===== config.mk =====
export PLATFORM = sky130hd
export DESIGN_NAME = pshift_unit
export DESIGN_NICKNAME = d
export VERILOG_FILES = /design/src/rtl/pshift_pkg.sv /design/src/rtl/pshift_lane.sv /design/src/rtl/pshift_byte_path.sv /design/src/rtl/pshift_half_path.sv /design/src/rtl/pshift_narrow_path.sv /design/src/rtl/pshift_unit.sv
export SDC_FILE = /design/constraint.sdc
export NUM_CORES = 1
export LEC_CHECK = 0
export ABC_AREA = 1
export BUFFER_PORTS_ARGS = -buffer_cell sky130_fd_sc_hd__buf_4
export CAP_MARGIN = 40
export CORE_ASPECT_RATIO = 0.5
export CORE_MARGIN = 1
export CORE_UTILIZATION = 35
export CTS_CLUSTER_SIZE = 24
export DETAILED_ROUTE_END_ITERATION = 10
export GPL_TIMING_DRIVEN = 0
export PLACE_DENSITY_LB_ADDON = 0.08
export SYNTH_ARGS = -nofsm -noshare
export SYNTH_HDL_FRONTEND = slang
export SYNTH_HIERARCHICAL = 1
export SYNTH_SLANG_ARGS = --single-unit

===== constraint.sdc =====
create_clock -name clk -period 0.8 [get_ports clk]
set_input_delay 0.04 -clock clk [delete_from_list [all_inputs] [get_ports clk]]
set_output_delay 0.04 -clock clk [all_outputs]
set_load 0.1 [all_outputs]

===== src/rtl/pshift_pkg.sv =====
package pshift_pkg;

  localparam int unsigned WORD_W   = 32;
  localparam int unsigned SHAMT_W  = 5;
  localparam int unsigned BYTE_W   = 8;
  localparam int unsigned HALF_W   = 16;
  localparam int unsigned N_BYTES  = WORD_W / BYTE_W;
  localparam int unsigned N_HALVES = WORD_W / HALF_W;
  localparam int unsigned BYTE_SW  = $clog2(BYTE_W);
  localparam int unsigned HALF_SW  = $clog2(HALF_W);
  localparam int unsigned WORD_SW  = $clog2(WORD_W);

  typedef enum logic [1:0] {
    OP_BYTE_SRA = 2'b00,
    OP_HALF_SRL = 2'b01,
    OP_NARROW   = 2'b10,
    OP_RSVD     = 2'b11
  } pshift_op_e;

endpackage


===== src/rtl/pshift_lane.sv =====
// One lane: right shift (arithmetic or logical) of a W-bit value by an
// SW-bit amount, optional round-half-up using the last bit shifted out,
// truncated to OUT_W bits. Requires 2**SW == W.
module pshift_lane #(
  parameter int unsigned W     = 8,
  parameter int unsigned SW    = 3,
  parameter int unsigned OUT_W = 8,
  parameter bit          ARITH = 1'b1
) (
  input  logic [W-1:0]     din,
  input  logic [SW-1:0]    sh,
  input  logic             rnd,
  output logic [OUT_W-1:0] dout
);

  logic [SW-1:0] lost_idx;
  logic          lost_bit;
  logic          inc;

  // Index of the last bit that leaves the lane; only meaningful for sh != 0.
  assign lost_idx = sh - SW'(1);
  assign lost_bit = din[lost_idx];
  assign inc      = rnd && (sh != '0) && lost_bit;

  generate
    if (ARITH) begin : g_arith
      assign dout = OUT_W'($signed(din) >>> sh) + OUT_W'(inc);
    end else begin : g_logic
      assign dout = OUT_W'(din >> sh) + OUT_W'(inc);
    end
  endgenerate

endmodule


===== src/rtl/pshift_byte_path.sv =====
module pshift_byte_path
  import pshift_pkg::*;
#(
  parameter int unsigned LANES = N_BYTES
) (
  input  logic [LANES*BYTE_W-1:0] src,
  input  logic [BYTE_SW-1:0]      sh,
  input  logic                    rnd,
  output logic [LANES*BYTE_W-1:0] dst
);

  generate
    for (genvar i = 0; i < LANES; i++) begin : g_lane
      pshift_lane #(
        .W     (BYTE_W),
        .SW    (BYTE_SW),
        .OUT_W (BYTE_W),
        .ARITH (1'b1)
      ) u_lane (
        .din  (src[i*BYTE_W +: BYTE_W]),
        .sh   (sh),
        .rnd  (rnd),
        .dout (dst[i*BYTE_W +: BYTE_W])
      );
    end
  endgenerate

endmodule


===== src/rtl/pshift_half_path.sv =====
module pshift_half_path
  import pshift_pkg::*;
#(
  parameter int unsigned LANES = N_HALVES
) (
  input  logic [LANES*HALF_W-1:0] src,
  input  logic [HALF_SW-1:0]      sh,
  output logic [LANES*HALF_W-1:0] dst
);

  generate
    for (genvar i = 0; i < LANES; i++) begin : g_lane
      pshift_lane #(
        .W     (HALF_W),
        .SW    (HALF_SW),
        .OUT_W (HALF_W),
        .ARITH (1'b0)
      ) u_lane (
        .din  (src[i*HALF_W +: HALF_W]),
        .sh   (sh),
        .rnd  (1'b0),
        .dout (dst[i*HALF_W +: HALF_W])
      );
    end
  endgenerate

endmodule


===== src/rtl/pshift_narrow_path.sv =====
// Two words shifted and rounded independently; the first lands in the upper half.
module pshift_narrow_path
  import pshift_pkg::*;
(
  input  logic [WORD_W-1:0]  hi_src,
  input  logic [WORD_W-1:0]  lo_src,
  input  logic [WORD_SW-1:0] sh,
  input  logic               rnd,
  output logic [WORD_W-1:0]  dst
);

  logic [WORD_W-1:0] srcs [N_HALVES];
  assign srcs[1] = hi_src;
  assign srcs[0] = lo_src;

  generate
    for (genvar i = 0; i < N_HALVES; i++) begin : g_word
      pshift_lane #(
        .W     (WORD_W),
        .SW    (WORD_SW),
        .OUT_W (HALF_W),
        .ARITH (1'b1)
      ) u_lane (
        .din  (srcs[i]),
        .sh   (sh),
        .rnd  (rnd),
        .dout (dst[i*HALF_W +: HALF_W])
      );
    end
  endgenerate

endmodule


===== src/rtl/pshift_unit.sv =====
module pshift_unit
  import pshift_pkg::*;
(
  input  logic               clk,
  input  logic               rst_n,
  input  logic               in_valid,
  input  logic [1:0]         op_sel,
  input  logic               round_en,
  input  logic [SHAMT_W-1:0] shamt,
  input  logic [WORD_W-1:0]  src_a,
  input  logic [WORD_W-1:0]  src_b,
  output logic               out_valid,
  output logic [WORD_W-1:0]  result,
  output logic               illegal_op
);

  logic [WORD_W-1:0] byte_res;
  logic [WORD_W-1:0] half_res;
  logic [WORD_W-1:0] narrow_res;

  logic [WORD_W-1:0] res_nxt;
  logic              ill_nxt;
  logic [WORD_W-1:0] res_q;
  logic              ill_q;
  logic              vld_q;

  pshift_byte_path u_byte (
    .src (src_a),
    .sh  (shamt[BYTE_SW-1:0]),
    .rnd (round_en),
    .dst (byte_res)
  );

  pshift_half_path u_half (
    .src (src_a),
    .sh  (shamt[HALF_SW-1:0]),
    .dst (half_res)
  );

  pshift_narrow_path u_narrow (
    .hi_src (src_a),
    .lo_src (src_b),
    .sh     (shamt[WORD_SW-1:0]),
    .rnd    (round_en),
    .dst    (narrow_res)
  );

  // Result select
  always_comb begin
    res_nxt = '0;
    ill_nxt = 1'b0;
    unique case (pshift_op_e'(op_sel))
      OP_BYTE_SRA: res_nxt = byte_res;
      OP_HALF_SRL: res_nxt = half_res;
      OP_NARROW:   res_nxt = narrow_res;
      default:     ill_nxt = 1'b1;
    endcase
  end

  // Strobe register
  always_ff @(posedge clk or negedge rst_n) begin
    if (!rst_n) vld_q <= 1'b0;
    else        vld_q <= in_valid;
  end

  // Data registers, loaded only on an accepted operation
  always_ff @(posedge clk or negedge rst_n) begin
    if (!rst_n) begin
      res_q <= '0;
      ill_q <= 1'b0;
    end else if (in_valid) begin
      res_q <= res_nxt;
      ill_q <= ill_nxt;
    end
  end

  assign out_valid  = vld_q;
  assign result     = res_q;
  assign illegal_op = ill_q;

endmodule


# Word level (Yosys, flattened, before mapping)
# Index checks and enable logic that the tools add are counted.
[word_totals]
regBits = 34
latch_bits = 0
mem_bits_rw = 0
romBits = 0
input_bits = 75
out_inout_bits = 34
elab_cells = 49
mem_count = 0
[classes]
addsub = 8
multipliers = 0
div = 0
order_cmp = 2
n_eq_ne = 2
n_shift = 8
n_mux = 14
n_bitwise = 0
n_reduce_logical = 12
[ops]
columns = ["op", "count"]
rows = [
  ["case mux 32 bit (3 select lines)", 1],
  [">>> shifter 32 x 5 -> 16 bit", 2],
  ["adder 16 x 1 -> 16 bit", 2],
  ["adder 8 x 1 -> 8 bit", 4],
  ["right shift 16 x 4 -> 16 bit", 2],
  [">>> shifter 8 x 3 -> 8 bit", 4],
  ["binary-select mux 1 bit (select 3 bit)", 4],
  ["binary-select mux 1 bit (select 5 bit)", 2],
  ["logical AND 1 bit", 8],
  ["2-to-1 mux 1 bit", 7],
  ["< comparator 5 x 6 -> 1 bit (second input constant)", 1],
  ["nonzero test 5 bit", 1],
  ["subtractor 5 x 1 -> 5 bit (second input constant)", 1],
  ["< comparator 3 x 4 -> 1 bit (second input constant)", 1],
  ["nonzero test 3 bit", 1],
  ["OR reduction 3 bit", 1],
  ["subtractor 3 x 1 -> 3 bit (second input constant)", 1],
  ["== test 2 x 1 -> 1 bit (second input constant)", 1],
  ["== test 2 bit (second input constant)", 1],
  ["zero test 2 bit", 1],
]

# Longest topological paths before layout
[depth]
depth_word = 6
ltp_mapped = 24
depth_no_buf = 22

# By module
# The synthesis kept the hierarchy.
[by_module_without_submodules]
columns = ["mod", "n_inst", "cells_per_inst", "area_each_um2", "seq_area_each_um2"]
rows = [
  ["pshift_lane at u_narrow.g_word[0].u_lane ...", 2, 531, 2451.1, 0.0],
  ["pshift_lane at u_half.g_lane[0].u_lane ...", 2, 258, 1337.5, 0.0],
  ["pshift_lane at u_byte.g_lane[0].u_lane ...", 4, 102, 616.8, 0.0],
  ["pshift_unit", 1, 288, 2009.4, 850.8],
  ["pshift_half_path", 1, 1, 3.8, 0.0],
]

# Worst setup path before layout
# No wires, ideal clock.
[synth_path]
path_type = "input port to flip-flop"
from = "input shamt[0]"
to = "register res_q[14] (netlist: result[14])"
setup_time_ns = 0.120
arrival_time_ns = 2.734
t_required_ns = 0.680
slack_ns = -2.054
path_stages = 23
n_path_buf = 3
path_cell_list = "inv_2 > buf_4 > buf_2 > ha_1 > inv_1 > clkbuf_1 > o211ai_1 > nand3_1 > nand3_1 > nand2_1 > a31oi_1 > nor4_1 > ha_1 > ha_1 > nand3_2 > nor2_2 > nand3_1 > nand2_1 > nand2_1 > nand3_1 > nand3_1 > nand2_1 > nand2_1"
[synth_between]
elab_chain_len = 6
word_cells_on_any_way = 18
cone_classes = "add/sub (4); shift (3); mux (5); reduce/logical (6)"
[synth_lines]
columns = ["element", "line", "rtl"]
rows = [
  ["start: declaration", "pshift_unit.sv:9", "input logic [SHAMT_W-1:0] shamt,"],
  ["subtractor 5 x 1 -> 5 bit", "pshift_lane.sv:21", "assign lost_idx = sh - SW'(1);"],
  ["binary-select mux 1 bit (select 5 bit)", "pshift_lane.sv:22", "assign lost_bit = din[lost_idx];"],
  ["2-to-1 mux 1 bit (not written as such)", "pshift_lane.sv:22", ""],
  ["logical AND 1 bit", "pshift_lane.sv:23", "assign inc = rnd && (sh != '0) && lost_bit;"],
  ["adder 16 x 1 -> 16 bit *", "pshift_lane.sv:27", "assign dout = OUT_W'($signed(din) >>> sh) + OUT_W'(inc);"],
  ["via narrow_res[14]", "pshift_unit.sv:19", "logic [WORD_W-1:0] narrow_res;"],
  ["case mux 32 bit (3 select lines) *", "pshift_unit.sv:52", "unique case (pshift_op_e'(op_sel))"],
  ["end signal: assignment", "pshift_unit.sv:72", "res_q <= res_nxt;"],
  ["end: declaration", "pshift_unit.sv:23", "logic [WORD_W-1:0] res_q;"],
]
# Mark *: on every way through the listed nets, which the timed path passes. The rest lies on a longest branch. The select of a mux whose other input is x is not followed.
# A chain may end at the register's enable or synchronous reset.

# Final worst setup path
[layout_path]
from = "input shamt[3]"
to = "register res_q[24] (netlist: result[24])"
# Same word-level chain as after synthesis.

==> results.md <==
- RSZ-0062 raised after global routing: true
- Synth Area in Adders: 0.0291
- Largest net degree at the start of global routing: 35
- Global route overflow: 0
- Place WS: -3280 ps
- Clock Pin Slew Worst Setup and Hold Paths: 50 ps
- # rows: 47
- Hold Fails Final Rpt: 0
- # diodes: 0
- Fin. max-slew vios: 0
- Initial DRC Count: 1499
- Top cells by area, synth: nand2_1 (28%), nand3_1 (22%), dfrtp_1 (7.1%), inv_1 (5.0%), nand3_2 (3.8%)
- I/O Buffers: 105
- Share of layout cells above drive strength 1: 0.239
- Outcome: complete, but fails checks
- Pwr per Cell Area: 1060 nW/um2
- Placed insts: 2822
- First-pass GRT wire length: 77400 um
- CTS tree: built
- Die ar.: 35200 um2
- Number of H-tree levels: 2
- Maximum vdd drop: 0.00114 V
- Worst path max stage delay: 510 ps
- CP Max Fanout: 10
- Tot GR Track Use: 0.273
- Hold WC Path Type: primary input to flop
- Initial Util: 0.360
- Post-route worst setup slack: -1920 ps
- Fmax: 367 MHz
- Post-synthesis async set-or-reset flop share: 1.00
- Total number of vias: 15600
- Routed Antenna Nets: 0
- CP Capture Type: flop
- Fin crit period: 2720 ps
- Layout area overhead: 26.2%
- Yosys top cell area share: 0.284
- Clk root buf: clkbuf_16
- Number of global-route vias before repair: 14700
- Post-synthesis simple-gate area fraction: 0.677
- Nets@finish: 2534
- Pleak: 8.02 nW
- Post-Syn Instances: 2275
- Max-cap violation count: 0
- EDFF count, synth: 0
- Sw frac: 0.542
- Failing checks: negative setup slack
- Wire per inst: 17.0 um
- Slew Limit Headroom: 0.531
- Area of the mapped netlist: 12100 um2
- Post-synthesis compound-gate area fraction: 0.0602
- Die X: 264 um
- Post-Syn Area per Cell: 5.30 um2
- Buf/Inv on CP: 4
- Fin cells: 2873
- Gate power share: 0.741
- Post-synth top area cell: nand2_1
- Final clock skew: 0 ps
- Setup crit start: shamt[3]
- Routability congestion estimate from global placement: 0.896
- Kind of critical path: primary input to flop
- Die Y: 133 um
- Internal power component: 7.37 mW
- DRC viols: 0
- Slew @ Worst Pin: 703 ps
- Worst path cell trace: buf_2 > buf_1 > xor2_2 > inv_1 > nand3_1 > nand2_1 > a31oi_2 > nor4_4 > ha_4 > ha_4 > nand3_4 > inv_4 > nand2_4 > xor2_1 > nand3_1 > nand3_1 > nand2_1 > nand2_1
- CP max-delay cell: buf_1
- WHS: 145 ps
- Clk pwr share: 0.119
- Synth Flop Type: dfrtp_1
- Distinct cell type count after synthesis: 45
- Placed instance area: 13700 um2
- Worst hold start: op_sel[1]
- Initial antenna violation count: 0
- Net Sw Power: 8.71 mW
- Reg2reg start: result[31]$_DFFE_PN0P_
- HPWL Detailed: 37000 um
- Design area: 15200 um2
- Max clock buf depth: 2
- Yosys warns: 6
- Core area: 33500 um2
- Total Wirelength: 48800 um
- Drt first pass iters: 5
- Sequential area share after synthesis: 0.0706
- Xor/xnor share of the synthesized area: 0.0378
- Num Clock Sinks: 34
- Clock Latency Late Sink: 280 ps
- Largest family of logic cells by synthesized area: simple AND/OR/NAND/NOR gates
- Mux share of post-synthesis cell area: 0.00332
- Fin crit share: 3.40
- Worst EP arrival: 2940 ps
- # IOs: 109
- Yosys reg bits: 34
- CP delay by family, top: simple AND/OR/NAND/NOR gates
- CTS buffer count: 5
- Sequential share of power: 0.139
- Final setup fails: 66
- Worst EP required: 1020 ps
- Setup tns final: -60370 ps
- Vias per cell: 5.42
- Crit start category: primary input
-- what timing repair did --
item	4_1_cts	5_1_grt
gates resized for setup	134	93
cloned	5	0
endpoints found under the setup margin	66	66
setup buffers	23	14
hold buffers	2	0
pin swaps	59	49
endpoints found under the hold margin	35	0
-- worst reg2reg max path: cells and delay by family (launching register included) --
family / cells / cell delay (ps)
buffers and inverters: 1 / 140
and+or+nand+nor: 2 / 100
DFF: 1 / 430
-- registers in the layout (all words and copies together) (netlist names) --
register / count
illegal_op: 1
out_valid: 1
result: 32
-- per-layer routing --
| layer | vias to the layer above | wire [um] | GRT usage |
|---|---|---|---|
| met5 | - | 0 | 0 |
| met3 | 60 | 3220 | 0.0368 |
| li1 | 7756 | - | - |
| met2 | 545 | 22600 | 0.469 |
| met4 | 0 | 782 | 0.0462 |
| met1 | 7203 | 22200 | 0.367 |
-- cell type report --
type	instances	area (um2)
flip-flops and latches	34	896
well taps	441	552
multi-input cells	1943	10300
repair buffers	148	1670
inverters	197	795
clock buffers	7	143
fillers	3712	18200
clock inverters	1	5.00
plain buffers	102	815
-- Yosys cell counts (all sizes together), types with 3 or more instances --
cell and count:
nor3 10, a31oi 10, nand3 574, inv 196, nand3b 10, mux2i 4
or2 4, o211ai 26, a21oi 20, clkbuf 12, o31ai 3, nand2 993
xnor2 16, o21bai 4, ha 28, xor2 36, nor2 127, buf 90
o21ai 38, dfrtp 34, o311ai 4, nand4 22
-- power by group through the flow --
stage	clock network (mW)	logic (mW)	registers [mW]
after floorplan	0	5.89	3.82
after global placement	0	10.5	2.14
after detailed placement	0	10.5	2.14
after CTS	1.99	11.3	2.19
after global routing	2.10	12.9	2.26
final	1.92	11.9	2.24
-- cell families after synthesis --
logic type | Yosys count
flip-flops | 34
adder cells (fa/ha/maj) | 28
AO/OA/AOI/OAI | 115
multiplexers | 4
other | 1
buffers and inverters | 299
XOR/XNOR | 52
AND/OR/NAND/NOR | 1742
-- metrics by stage --
| step | util | power [mW] |
|---|---|---|
| 3_3_place_gp | 0.408 | 12.6 |
| 2_1_floorplan | - | 9.72 |
| 3_5_place_dp | 0.408 | 12.6 |
| 6_report | 0.455 | 16.1 |
| 4_1_cts | 0.440 | 15.4 |
| 5_1_grt | 0.455 | 17.2 |
-- placed cells by master, fill, tap and decap left out, types with 9 or more instances in the layout --
cell	instances
buf_2	35
dfrtp_2	33
nor2_2	20
buf_6	35
nor2_4	24
xor2_1	26
o21ai_0	26
inv_2	31
buf_4	113
o211ai_1	26
nand3_2	74
buf_12	35
nand3b_1	10
o21ai_1	11
xor2_2	9
clkbuf_1	9
nand2_4	22
nand4_1	22
inv_1	152
xnor2_1	10
nand2_2	73
nand2_1	898
nand3_1	494
ha_1	21
nor2_1	82
a21oi_1	19
inv_4	9
-- worst paths after layout --
kind                       depth (start not counted)                endpoint  slack (ps)
max in group asynchronous                          2  illegal_op$_DFFE_PN0P_         190
max reg2reg                                        3  result[31]$_DFFE_PN0P_          20
min reg2reg                                        2  result[19]$_DFFE_PN0P_         500
min in group asynchronous                          2  result[10]$_DFFE_PN0P_         250
min                                                5   result[2]$_DFFE_PN0P_         150
max                                               18  result[24]$_DFFE_PN0P_       -1920
No activity file was read; power rests on OpenSTA's default activity.
